<file path="config.mk">
export PLATFORM = sky130hd
export DESIGN_NAME = spi_cmd_engine
export DESIGN_NICKNAME = d
export VERILOG_FILES = /design/src/rtl/spi_eng_pkg.sv /design/src/rtl/spi_eng_dp.sv /design/src/rtl/spi_eng_ctrl.sv /design/src/rtl/spi_cmd_engine.sv
export SDC_FILE = /design/constraint.sdc
export NUM_CORES = 1
export LEC_CHECK = 0
export BUFFER_PORTS_ARGS = -buffer_cell sky130_fd_sc_hd__buf_4
export CAP_MARGIN = 20
export CORE_ASPECT_RATIO = 0.6
export CORE_MARGIN = 2
export CORE_UTILIZATION = 40
export DETAILED_ROUTE_END_ITERATION = 8
export SETUP_SLACK_MARGIN = 0.1
export SYNTH_ARGS = -nofsm -noshare
export SYNTH_HDL_FRONTEND = slang
export SYNTH_SLANG_ARGS = --single-unit
</file>
<file path="constraint.sdc">
create_clock -name clk -period 2.79 [get_ports clk]
set_clock_uncertainty 0.2 [all_clocks]
set_input_delay 0.1395 -clock clk [delete_from_list [all_inputs] [get_ports clk]]
set_output_delay 0.1395 -clock clk [all_outputs]
set_load 0.005 [all_outputs]
</file>
<file path="src/rtl/spi_eng_pkg.sv">
package spi_eng_pkg;

  localparam logic [3:0] ADR_OPCODE = 4'h0;
  localparam logic [3:0] ADR_COUNT  = 4'h1;
  localparam logic [3:0] ADR_CTRL   = 4'h2;
  localparam logic [3:0] ADR_FIFO   = 4'hC;
  localparam logic [3:0] ADR_PTR    = 4'hD;

  typedef struct packed {
    logic loadOp;    // load opcode into transmit shifter
    logic loadNext;  // load next ring byte into transmit shifter
    logic shiftOut;  // advance transmit shifter by one bit
    logic sample;    // capture MISO into receive shifter
    logic storeRx;   // write receive shifter into ring, bump pointer
  } dpStrobe_t;

  typedef enum logic [2:0] {
    ST_IDLE,
    ST_LEAD,
    ST_LOW,
    ST_HIGH,
    ST_TAIL
  } engState_t;

endpackage

</file>
<file path="src/rtl/spi_eng_dp.sv">
module spi_eng_dp
  import spi_eng_pkg::*;
#(
  parameter int DEPTH = 8,
  localparam int PTR_W = $clog2(DEPTH),
  localparam int CNT_W = $clog2(DEPTH + 1)
) (
  input  logic             clk,
  input  logic             rstN,
  input  logic [3:0]       regSel,
  input  logic             wrEn,
  input  logic             rdEn,
  input  logic [7:0]       wrData,
  output logic [7:0]       rdData,
  input  logic             busy,
  input  dpStrobe_t        strobe,
  input  logic             spiMiso,
  output logic             spiMosi,
  output logic             startReq,
  output logic [CNT_W-1:0] txCount,
  output logic [CNT_W-1:0] rxCount,
  output logic [1:0]       speedSel,
  output logic [PTR_W-1:0] ptrQ,
  output logic [7:0]       cntQ
);

  logic [7:0]       opReg;
  logic [7:0]       cntReg;
  logic [1:0]       speedReg;
  logic [7:0]       ring [DEPTH];
  logic [PTR_W-1:0] ptr;
  logic [PTR_W-1:0] ptrInc;
  logic [7:0]       txSh;
  logic [7:0]       rxSh;

  logic hostWr, fifoWr, fifoRd, ctrlWr, ptrClr;

  assign hostWr   = wrEn && !busy;
  assign fifoWr   = hostWr && (regSel == ADR_FIFO);
  assign fifoRd   = rdEn && !busy && (regSel == ADR_FIFO);
  assign ctrlWr   = hostWr && (regSel == ADR_CTRL);
  assign startReq = ctrlWr && wrData[0];
  assign ptrClr   = ctrlWr && wrData[4];
  assign ptrInc   = ptr + PTR_W'(1);

  function automatic logic [CNT_W-1:0] clampCnt(input logic [3:0] n);
    return (int'(n) > DEPTH) ? CNT_W'(DEPTH) : CNT_W'(n);
  endfunction

  assign txCount  = clampCnt(cntReg[3:0]);
  assign rxCount  = clampCnt(cntReg[7:4]);
  assign speedSel = speedReg;
  assign ptrQ     = ptr;
  assign cntQ     = cntReg;
  assign spiMosi  = txSh[7];

  always_ff @(posedge clk or negedge rstN) begin
    if (!rstN) begin
      opReg    <= '0;
      cntReg   <= '0;
      speedReg <= 2'd1;
    end else if (hostWr) begin
      if (regSel == ADR_OPCODE) opReg    <= wrData;
      if (regSel == ADR_COUNT)  cntReg   <= wrData;
      if (regSel == ADR_PTR)    speedReg <= wrData[5:4];
    end
  end

  always_ff @(posedge clk or negedge rstN) begin
    if (!rstN)                                  ptr <= '0;
    else if (ptrClr)                            ptr <= '0;
    else if (fifoWr || fifoRd || strobe.storeRx) ptr <= ptrInc;
  end

  // ring contents are deliberately left without reset
  always_ff @(posedge clk) begin
    if (fifoWr)              ring[ptr] <= wrData;
    else if (strobe.storeRx) ring[ptr] <= rxSh;
  end

  always_ff @(posedge clk or negedge rstN) begin
    if (!rstN) begin
      txSh <= '0;
      rxSh <= '0;
    end else begin
      if (strobe.loadOp)        txSh <= opReg;
      else if (strobe.loadNext) txSh <= ring[strobe.storeRx ? ptrInc : ptr];
      else if (strobe.shiftOut) txSh <= {txSh[6:0], 1'b0};
      if (strobe.sample)        rxSh <= {rxSh[6:0], spiMiso};
    end
  end

  always_comb begin
    rdData = '0;
    case (regSel)
      ADR_OPCODE: rdData = opReg;
      ADR_COUNT:  rdData = cntReg;
      ADR_CTRL:   rdData[0] = busy;
      ADR_FIFO:   rdData = ring[ptr];
      ADR_PTR: begin
        rdData[5:4]       = speedReg;
        rdData[PTR_W-1:0] = ptr;
      end
      default:    rdData = '0;
    endcase
  end

endmodule

</file>
<file path="src/rtl/spi_eng_ctrl.sv">
module spi_eng_ctrl
  import spi_eng_pkg::*;
#(
  parameter int MAX_BYTES = 8,
  parameter int HALF_UNIT = 1,
  localparam int CNT_W    = $clog2(MAX_BYTES + 1),
  localparam int MAX_HALF = HALF_UNIT * 4,
  localparam int DIV_W    = $clog2(2 * MAX_HALF) + 1,
  localparam int BYTE_W   = $clog2(2 * MAX_BYTES + 2)
) (
  input  logic             clk,
  input  logic             rstN,
  input  logic             startReq,
  input  logic [CNT_W-1:0] txCount,
  input  logic [CNT_W-1:0] rxCount,
  input  logic [1:0]       speedSel,
  output dpStrobe_t        strobe,
  output logic             busy,
  output logic             spiSck,
  output logic             spiCsN
);

  engState_t         state;
  logic [DIV_W-1:0]  divCnt;
  logic [DIV_W-1:0]  halfLen;
  logic [DIV_W-1:0]  leadLen;
  logic [2:0]        bitCnt;
  logic [BYTE_W-1:0] byteIdx;
  logic [BYTE_W-1:0] lastIdx;
  logic              tick, leadDone, lastByte;

  always_comb begin
    halfLen = DIV_W'(HALF_UNIT * ((speedSel == 2'd0) ? 2 : (int'(speedSel) + 1)));
    leadLen = halfLen << 1;
  end

  assign tick     = (divCnt == halfLen - DIV_W'(1));
  assign leadDone = (divCnt == leadLen - DIV_W'(1));
  assign lastByte = (byteIdx == lastIdx);
  assign busy     = (state != ST_IDLE);

  always_comb begin
    strobe = '0;
    case (state)
      ST_IDLE: strobe.loadOp = startReq;
      ST_LOW:  strobe.sample = tick;
      ST_HIGH: begin
        if (tick) begin
          if (bitCnt == 3'd7) begin
            strobe.storeRx  = (byteIdx != '0);
            strobe.loadNext = !lastByte;
          end else begin
            strobe.shiftOut = 1'b1;
          end
        end
      end
      default: strobe = '0;
    endcase
  end

  always_ff @(posedge clk or negedge rstN) begin
    if (!rstN) begin
      state   <= ST_IDLE;
      divCnt  <= '0;
      spiSck  <= 1'b0;
      spiCsN  <= 1'b1;
      bitCnt  <= '0;
      byteIdx <= '0;
      lastIdx <= '0;
    end else begin
      case (state)
        ST_IDLE: begin
          if (startReq) begin
            state   <= ST_LEAD;
            spiCsN  <= 1'b0;
            divCnt  <= '0;
            bitCnt  <= '0;
            byteIdx <= '0;
            lastIdx <= BYTE_W'(txCount) + BYTE_W'(rxCount);
          end
        end
        ST_LEAD: begin
          if (leadDone) begin
            state  <= ST_LOW;
            divCnt <= '0;
          end else divCnt <= divCnt + DIV_W'(1);
        end
        ST_LOW: begin
          if (tick) begin
            spiSck <= 1'b1;
            state  <= ST_HIGH;
            divCnt <= '0;
          end else divCnt <= divCnt + DIV_W'(1);
        end
        ST_HIGH: begin
          if (tick) begin
            spiSck <= 1'b0;
            divCnt <= '0;
            bitCnt <= bitCnt + 3'd1;
            if (bitCnt == 3'd7 && lastByte) begin
              state <= ST_TAIL;
            end else begin
              state <= ST_LOW;
              if (bitCnt == 3'd7) byteIdx <= byteIdx + BYTE_W'(1);
            end
          end else divCnt <= divCnt + DIV_W'(1);
        end
        ST_TAIL: begin
          if (tick) begin
            spiCsN <= 1'b1;
            state  <= ST_IDLE;
            divCnt <= '0;
          end else divCnt <= divCnt + DIV_W'(1);
        end
        default: state <= ST_IDLE;
      endcase
    end
  end

endmodule

</file>
<file path="src/rtl/spi_cmd_engine.sv">
module spi_cmd_engine
  import spi_eng_pkg::*;
#(
  parameter int DEPTH     = 8,
  parameter int HALF_UNIT = 1,
  localparam int PTR_W    = $clog2(DEPTH),
  localparam int CNT_W    = $clog2(DEPTH + 1)
) (
  input  logic       clk,
  input  logic       rstN,
  input  logic [3:0] regSel,
  input  logic       wrEn,
  input  logic       rdEn,
  input  logic [7:0] wrData,
  output logic [7:0] rdData,
  output logic       busy,
  output logic       spiSck,
  output logic       spiCsN,
  output logic       spiMosi,
  input  logic       spiMiso
);

  dpStrobe_t        strobe;
  logic             startReq;
  logic [CNT_W-1:0] txCount;
  logic [CNT_W-1:0] rxCount;
  logic [1:0]       speedSel;
  logic [PTR_W-1:0] ptrQ;
  logic [7:0]       cntQ;

  spi_eng_dp #(.DEPTH(DEPTH)) u_dp (
    .clk(clk), .rstN(rstN), .regSel(regSel), .wrEn(wrEn), .rdEn(rdEn),
    .wrData(wrData), .rdData(rdData), .busy(busy), .strobe(strobe),
    .spiMiso(spiMiso), .spiMosi(spiMosi), .startReq(startReq),
    .txCount(txCount), .rxCount(rxCount), .speedSel(speedSel),
    .ptrQ(ptrQ), .cntQ(cntQ)
  );

  spi_eng_ctrl #(.MAX_BYTES(DEPTH), .HALF_UNIT(HALF_UNIT)) u_ctrl (
    .clk(clk), .rstN(rstN), .startReq(startReq), .txCount(txCount),
    .rxCount(rxCount), .speedSel(speedSel), .strobe(strobe), .busy(busy),
    .spiSck(spiSck), .spiCsN(spiCsN)
  );

endmodule

</file>
# Yosys cells after proc, flatten, opt, wreduce, memory -nomap -nowiden
# Memory sizes are Yosys's and may differ from the RTL's.
# Index checks and enable logic that the tools add are counted.
dict set report classes {
  reduce_logical 34
  eq_ne 19
  add_sub_neg 8
  mux 53
  n_bitwise 1
  order_cmp 2
}
# op n
set ops {}
lappend ops {{two-way mux 3 bit} 11}
lappend ops {{two-way mux 8 bit} 4}
lappend ops {{two-way mux 4 bit} 6}
lappend ops {{two-way mux 5 bit} 4}
lappend ops {{case mux 2 bit (4 select lines)} 2}
lappend ops {{two-way mux 1 bit} 15}
lappend ops {{case mux 3 bit (5 select lines)} 1}
lappend ops {{!= test 2 x 1 -> 1 bit, second input constant} 6}
lappend ops {{case mux 4 bit (3 select lines)} 1}
lappend ops {{case mux 5 bit (2 select lines)} 1}
lappend ops {{AND reduction 2 bit} 5}
lappend ops {{AND reduction 5 bit} 2}
lappend ops {{AND reduction 3 bit} 3}
lappend ops {{nonzero test 3 bit} 3}
lappend ops {{== test 4 bit} 2}
lappend ops {{== test 4 bit, second input constant} 2}
lappend ops {{greater-than comparator 4 bit, second input constant} 2}
lappend ops {{logical AND 1 bit} 8}
lappend ops {{nonzero test 2 bit} 4}
lappend ops {{subtractor 4 x 1 -> 4 bit, second input constant} 2}
lappend ops {{adder 3 x 1 -> 3 bit, second input constant} 2}
lappend ops {{== test 3 x 2 -> 1 bit, second input constant} 2}
lappend ops {{== test 3 bit, second input constant} 2}
lappend ops {{case mux 2 bit (3 select lines)} 1}
lappend ops {{other kinds (22)} 26}
dict set report totals {
  ff_bits 59
  mem_bits_rw 64
  input_bits 17
  wordCells 131
  out_inout_bits 12
  n_memories 1
}
# memory words word_bits read_ports rd_clocked_by_memory_dff wr line_no
set mem_list {}
lappend mem_list {u_dp.ring 8 8 2 0 1 spi_eng_dp.sv:30} ;# logic [7:0] ring [DEPTH];

# Logic depth before layout (Yosys ltp)
dict set report logic_depth {
  depth_word 10
  ltp_mapped 12
  depth_no_buf 9
}

# Modules after synthesis
# Synthesis repeated with hierarchy kept, for this count alone.
dict set report unflattened {
  hier_cells 587
  hier_area_um2 7075.5
}
# module instances seq_area_each_um2 cells_each area_each_um2
set by_module_without_submodules {}
lappend by_module_without_submodules {spi_eng_dp 1 2849.0 437 5602.9}
lappend by_module_without_submodules {spi_eng_ctrl 1 551.8 150 1472.7}

# Worst setup path before layout
# No wires, ideal clock.
dict set report synth_path {
  path_type {flip-flop to flip-flop}
  from {reg u_ctrl.byteIdx[0]}
  to {reg u_dp.txSh[2]}
  setup_time_ns 0.125
  synth_period_minus_slack_ns 2.732
  arrival_ns 2.406
  t_required_ns 2.465
  stages_incl_launch_ff 13
  path_slack_ns 0.058
  n_path_buf 3
  cell_sequence {dfrtp_1 > inv_1 > ha_1 > or4b_1 > nand3_1 > or3_1 > buf_2 > and2_1 > buf_6 > buf_6 > mux2_4 > o221ai_1 > o21ai_1}
}
dict set report synth_via {
  elab_chain_cells 8
  word_cells_on_any_way 14
  cone_classes {eq/ne (1); mux (9); reduce/logical (3); memory (1)}
}
# element line_no
set synth_lines {}
lappend synth_lines {{from (decl)} spi_eng_ctrl.sv:28} ;# logic [BYTE_W-1:0] byteIdx;
lappend synth_lines {{from (signal assigned)} spi_eng_ctrl.sv:104} ;# if (bitCnt == 3'd7) byteIdx <= byteIdx + BYTE_W'(1);
lappend synth_lines {{nonzero test 5 bit} spi_eng_ctrl.sv:50} ;# strobe.storeRx = (byteIdx != '0);
lappend synth_lines {{two-way mux 1 bit} spi_eng_ctrl.sv:49} ;# if (bitCnt == 3'd7) begin
lappend synth_lines {{two-way mux 1 bit} spi_eng_ctrl.sv:48} ;# if (tick) begin
lappend synth_lines {{two-way mux 1 bit} spi_eng_ctrl.sv:44} ;# case (state)
lappend synth_lines {{two-way mux 3 bit} spi_eng_dp.sv:87} ;# else if (strobe.loadNext) txSh <= ring[strobe.storeRx ? ptrInc : ptr];
lappend synth_lines {{memory read (8 x 8 bit)} n/a}
lappend synth_lines {{two-way mux 8 bit} spi_eng_dp.sv:87}
lappend synth_lines {{two-way mux 8 bit} spi_eng_dp.sv:86} ;# if (strobe.loadOp) txSh <= opReg;
lappend synth_lines {{to (signal assigned)} spi_eng_dp.sv:86}
lappend synth_lines {{to (signal assigned)} spi_eng_dp.sv:87}
lappend synth_lines {{to (signal assigned)} spi_eng_dp.sv:88} ;# else if (strobe.shiftOut) txSh <= {txSh[6:0], 1'b0};
lappend synth_lines {{to (decl)} spi_eng_dp.sv:33} ;# logic [7:0] txSh;
# Parallel ways exist; a longest one is shown, timed or not.
# A chain may end at the register's enable or synchronous reset.

# Worst setup path after layout
dict set report layout_path {
  from {reg u_dp.ptr[1], in the netlist u_dp.ptrQ[1]}
  to {out rdData[0]}
}
dict set report layout_via {
  elab_chain_cells 2
}
# element line_no
set layout_lines {}
lappend layout_lines {{from (decl)} spi_eng_dp.sv:31} ;# logic [PTR_W-1:0] ptr;
lappend layout_lines {{from (signal assigned)} spi_eng_dp.sv:72} ;# else if (fifoWr || fifoRd || strobe.storeRx) ptr <= ptrInc;
lappend layout_lines {{memory read (8 x 8 bit)} n/a}
lappend layout_lines {{case mux 1 bit (5 select lines)} spi_eng_dp.sv:95} ;# case (regSel)
lappend layout_lines {{to (decl)} spi_cmd_engine.sv:15} ;# output logic [7:0] rdData,
# No other way between the ends.

==> impl_metrics.csv <==
group,metric,value,unit
status,run_status,"finished clean",
global_routing,grtUsageTotal,23.5,%
floorplan,die-area,17400,µm²
final_layout,antennaDiodeCount,0,
drt,ant_nets,0,
placement,finalWeightedCongestion,0.960,
floorplan,initial_core_util,40.5,%
timing,post-route-period-util,96.7,%
floorplan,io_pins,29,
logic_synthesis,ys_top_cells_by_area,"edfxtp_1 29%, dfrtp_1 22%, mux2_2 7.6%",
final_layout,final_area,8280,µm²
timing,grt_setup_unrepaired,"yes",
clock_network,clkSinkCount,123,
drt,wl_per_cell,22.8,µm
floorplan,die_w,169,µm
run,maxCapViolations,0,
hold_path,min_from,"wrEn",
worst_setup_path,end_kind,"primary output",
timing,tightestPinTransition,0.819,ns
clock_network,cts_tree,"yes",
worst_setup_path,startpoint_type,"flop",
worst_setup_path,arrival,2.36,ns
floorplan,die_h,103,µm
floorplan,placementRows,36,
timing,finalHoldViolations,0,
power_and_ir_drop,peakVddDrop,0.418,mV
drt,first_pass_iters,6,
timing,fin_ws,0.0911,ns
drt,vias,5244,
drt,via_per_inst,6.02,
hold_path,hold_depth,4,
timing,setup_viol,0,
placement,place_ws,0.0104,ns
final_layout,fillers,1389,
logic_synthesis,synth_top_area_share,29.5,%
global_routing,antenna_found_initial,0,
clock_network,clkSlewWorstSetupHoldPaths,0.06,ns
worst_setup_path,critPathMaxStageDelay,0.45,ns
logic_synthesis,yosysUniqueCellTypes,63,
timing,slew_viol_final,0,
clock_network,htreeDepth,4,
timing,min_period,2.70,ns
logic_synthesis,synth-seq-cells,123,
worst_setup_path,path_delay_family,"compound AO/OA/AOI/OAI gates",
power_and_ir_drop,p_per_area,950,nW/µm²
final_layout,final_core_util,51.5,%
drt,wl,19.9,mm
logic_synthesis,synth_commonest_cells,"64 x edfxtp_1, 57 x dfrtp_1, 55 x nand2_1",
worst_setup_path,worstPathMaxFanout,18,
logic_synthesis,synthCells,559,
final_layout,drive_gt1_share,31.7,%
worst_setup_path,reg2regPathDepth,9,
drt,drc,0,
clock_network,clockBufferDepth,2,
hold_path,hold_end,"u_ctrl.state[0]",
global_routing,grt_max_degree,60,
global_routing,grt-ovfl-total,0,
final_layout,nets,677,
logic_synthesis,yosysTopAreaCell,"edfxtp_1",
logic_synthesis,synth-edff-count,64,
global_routing,grt_pass1_vias,4876,
worst_setup_path,slowest_stage,"a221oi_1",
placement,dpl_cell_area,7200,µm²
clock_network,cts_buffers,17,
placement,hpwl,14.3,mm
power_and_ir_drop,finalPower,0.00786,W
logic_synthesis,yosysSeqAreaShare,52.2,%
worst_setup_path,critical_path.cell_chain,"buf_4, nand2b_1, o22ai_1, a221oi_1, o221ai_1, buf_4",
worst_setup_path,crit_required,2.45,ns
logic_synthesis,ys.flop_type,"edfxtp_1",
logic_synthesis,syn_area_per_cell,11.7,µm²
hold_path,worstHoldPathType,"in2reg",
power_and_ir_drop,leakage,3.31,nW
placement,port_buffers,28,
worst_setup_path,reg2reg_from,"u_ctrl.divCnt[1]",
timing,fin_tns_setup,0,ns
logic_synthesis,syn-num-nets,587,
worst_setup_path,r2r_setup_slack,0.14,ns
worst_setup_path,r2r_end,"u_dp.txSh[5]",
global_routing,grt_pass1_wl,29.6,mm
clock_network,clkLatencyLatePin,0.42,ns
floorplan,core,16100,µm²
logic_synthesis,async_reset_ff_share,48.0,%
logic_synthesis,syn_area,6520,µm²
logic_synthesis,synth.most_common_cell,"edfxtp_1",
worst_setup_path,critPathKind,"reg2out",
timing,fmax,0.371,GHz
logic_synthesis,ys_warn_count,0,
worst_setup_path,path_common_cell,"buf_4",
final_layout,area_growth,27.0,%
worst_setup_path,critPathBufInv,2,
timing,slew_headroom,45.4,%
clock_network,clockRootBuffer,"clkbuf_16",
drt,drt_iter0_drc,621,
## placed cells by master, fill, tap and decap left out, types with 14 or more instances in the layout
cell type,n
buf_4,78
edfxtp_1,64
dfrtp_1,54
nand2_1,52
mux2_2,45
nor2_1,33
o21ai_0,22
mux2i_1,18
clkbuf_16,18
a21oi_1,17
inv_1,15
a22oi_1,14
## area by class of cell
cell class	count	area, µm²	share of cell area [%]
flip-flops and latches	123	3410	41.2
clock buffers	18	429	5.18
clock inverters	14	243	2.93
repair buffers	98	846	10.2
multi-input cells	394	3040	36.7
well taps	209	262	3.16
inverters	15	56.3	0.680
## layer usage
metal  vias to the layer above  track usage (%)  part of all wire (%)  wire [µm]
met5                         -                0                     0          0
met4                         0             6.37                   1.1        224
met3                        28             6.30                    10       2030
met2                       278             30.4                    39       7800
met1                      2613             37.6                    49       9840
li1                       2325                -                     -          -
## worst min-delay path: stages
cell and delay, ns:
buf_4 0.11, a21oi_1 0.06, nor3_1 0.13, mux2_2 0.17
## logic make-up after synthesis
family	count (synthesis)	share of synthesized area, %
compound gates	131	14.1
xor+xnor	15	2.02
fa+ha+maj	11	2.23
buf+inv	42	2.74
flops	123	52.2
mux	79	14.8
simple gates	158	11.9
## sequential cells by signal, indices dropped and copies added, names as in the netlist, 2 cells and up
register / flops
u_ctrl.divCnt: 4
u_ctrl.lastIdx: 5
u_dp.rxSh: 8
u_ctrl.bitCnt: 3
u_ctrl.byteIdx: 5
u_dp.ring: 64
u_dp.speedSel: 2
u_dp.txSh: 8
u_dp.ptrQ: 3
u_ctrl.state: 3
u_dp.opReg: 8
u_dp.cntQ: 8
## how the worst max path moves through the flow
stage,to,start,cells past startpoint
6_report,rdData[0],u_dp.ptrQ[1],6
3_5_place_dp,u_dp.txSh[3],u_ctrl.byteIdx[0],10
4_1_cts,rdData[6],u_dp.ptrQ[2],7
3_3_place_gp,u_dp.txSh[0],u_ctrl.byteIdx[0],10
2_1_floorplan,u_dp.txSh[2],u_ctrl.byteIdx[0],12
5_1_grt,u_dp.txSh[7],u_ctrl.byteIdx[0],10
## report_power, final
group          internal (W)  switching (W)
registers           0.00215       0.000250
logic               0.00137        0.00158
clock network       0.00168       0.000833
total               0.00520        0.00266
## repair_timing
item	in CTS	in global routing
hold endpoints to repair	103	0
pin swaps	3	5
buffers inserted	3	10
resized for setup	12	21
gates cloned	1	1
hold buffers	12	0
setup endpoints to repair	9	18
## stage by stage
stage	hold WS, ns	cells
3_3_place_gp	0.0746	811
4_1_cts	0.0204	859
3_5_place_dp	0.0808	811
2_1_floorplan	-0.356	559
5_1_grt	0.0987	871
6_report	0.0315	871
Note: power is estimated with default switching activity, not from simulation.
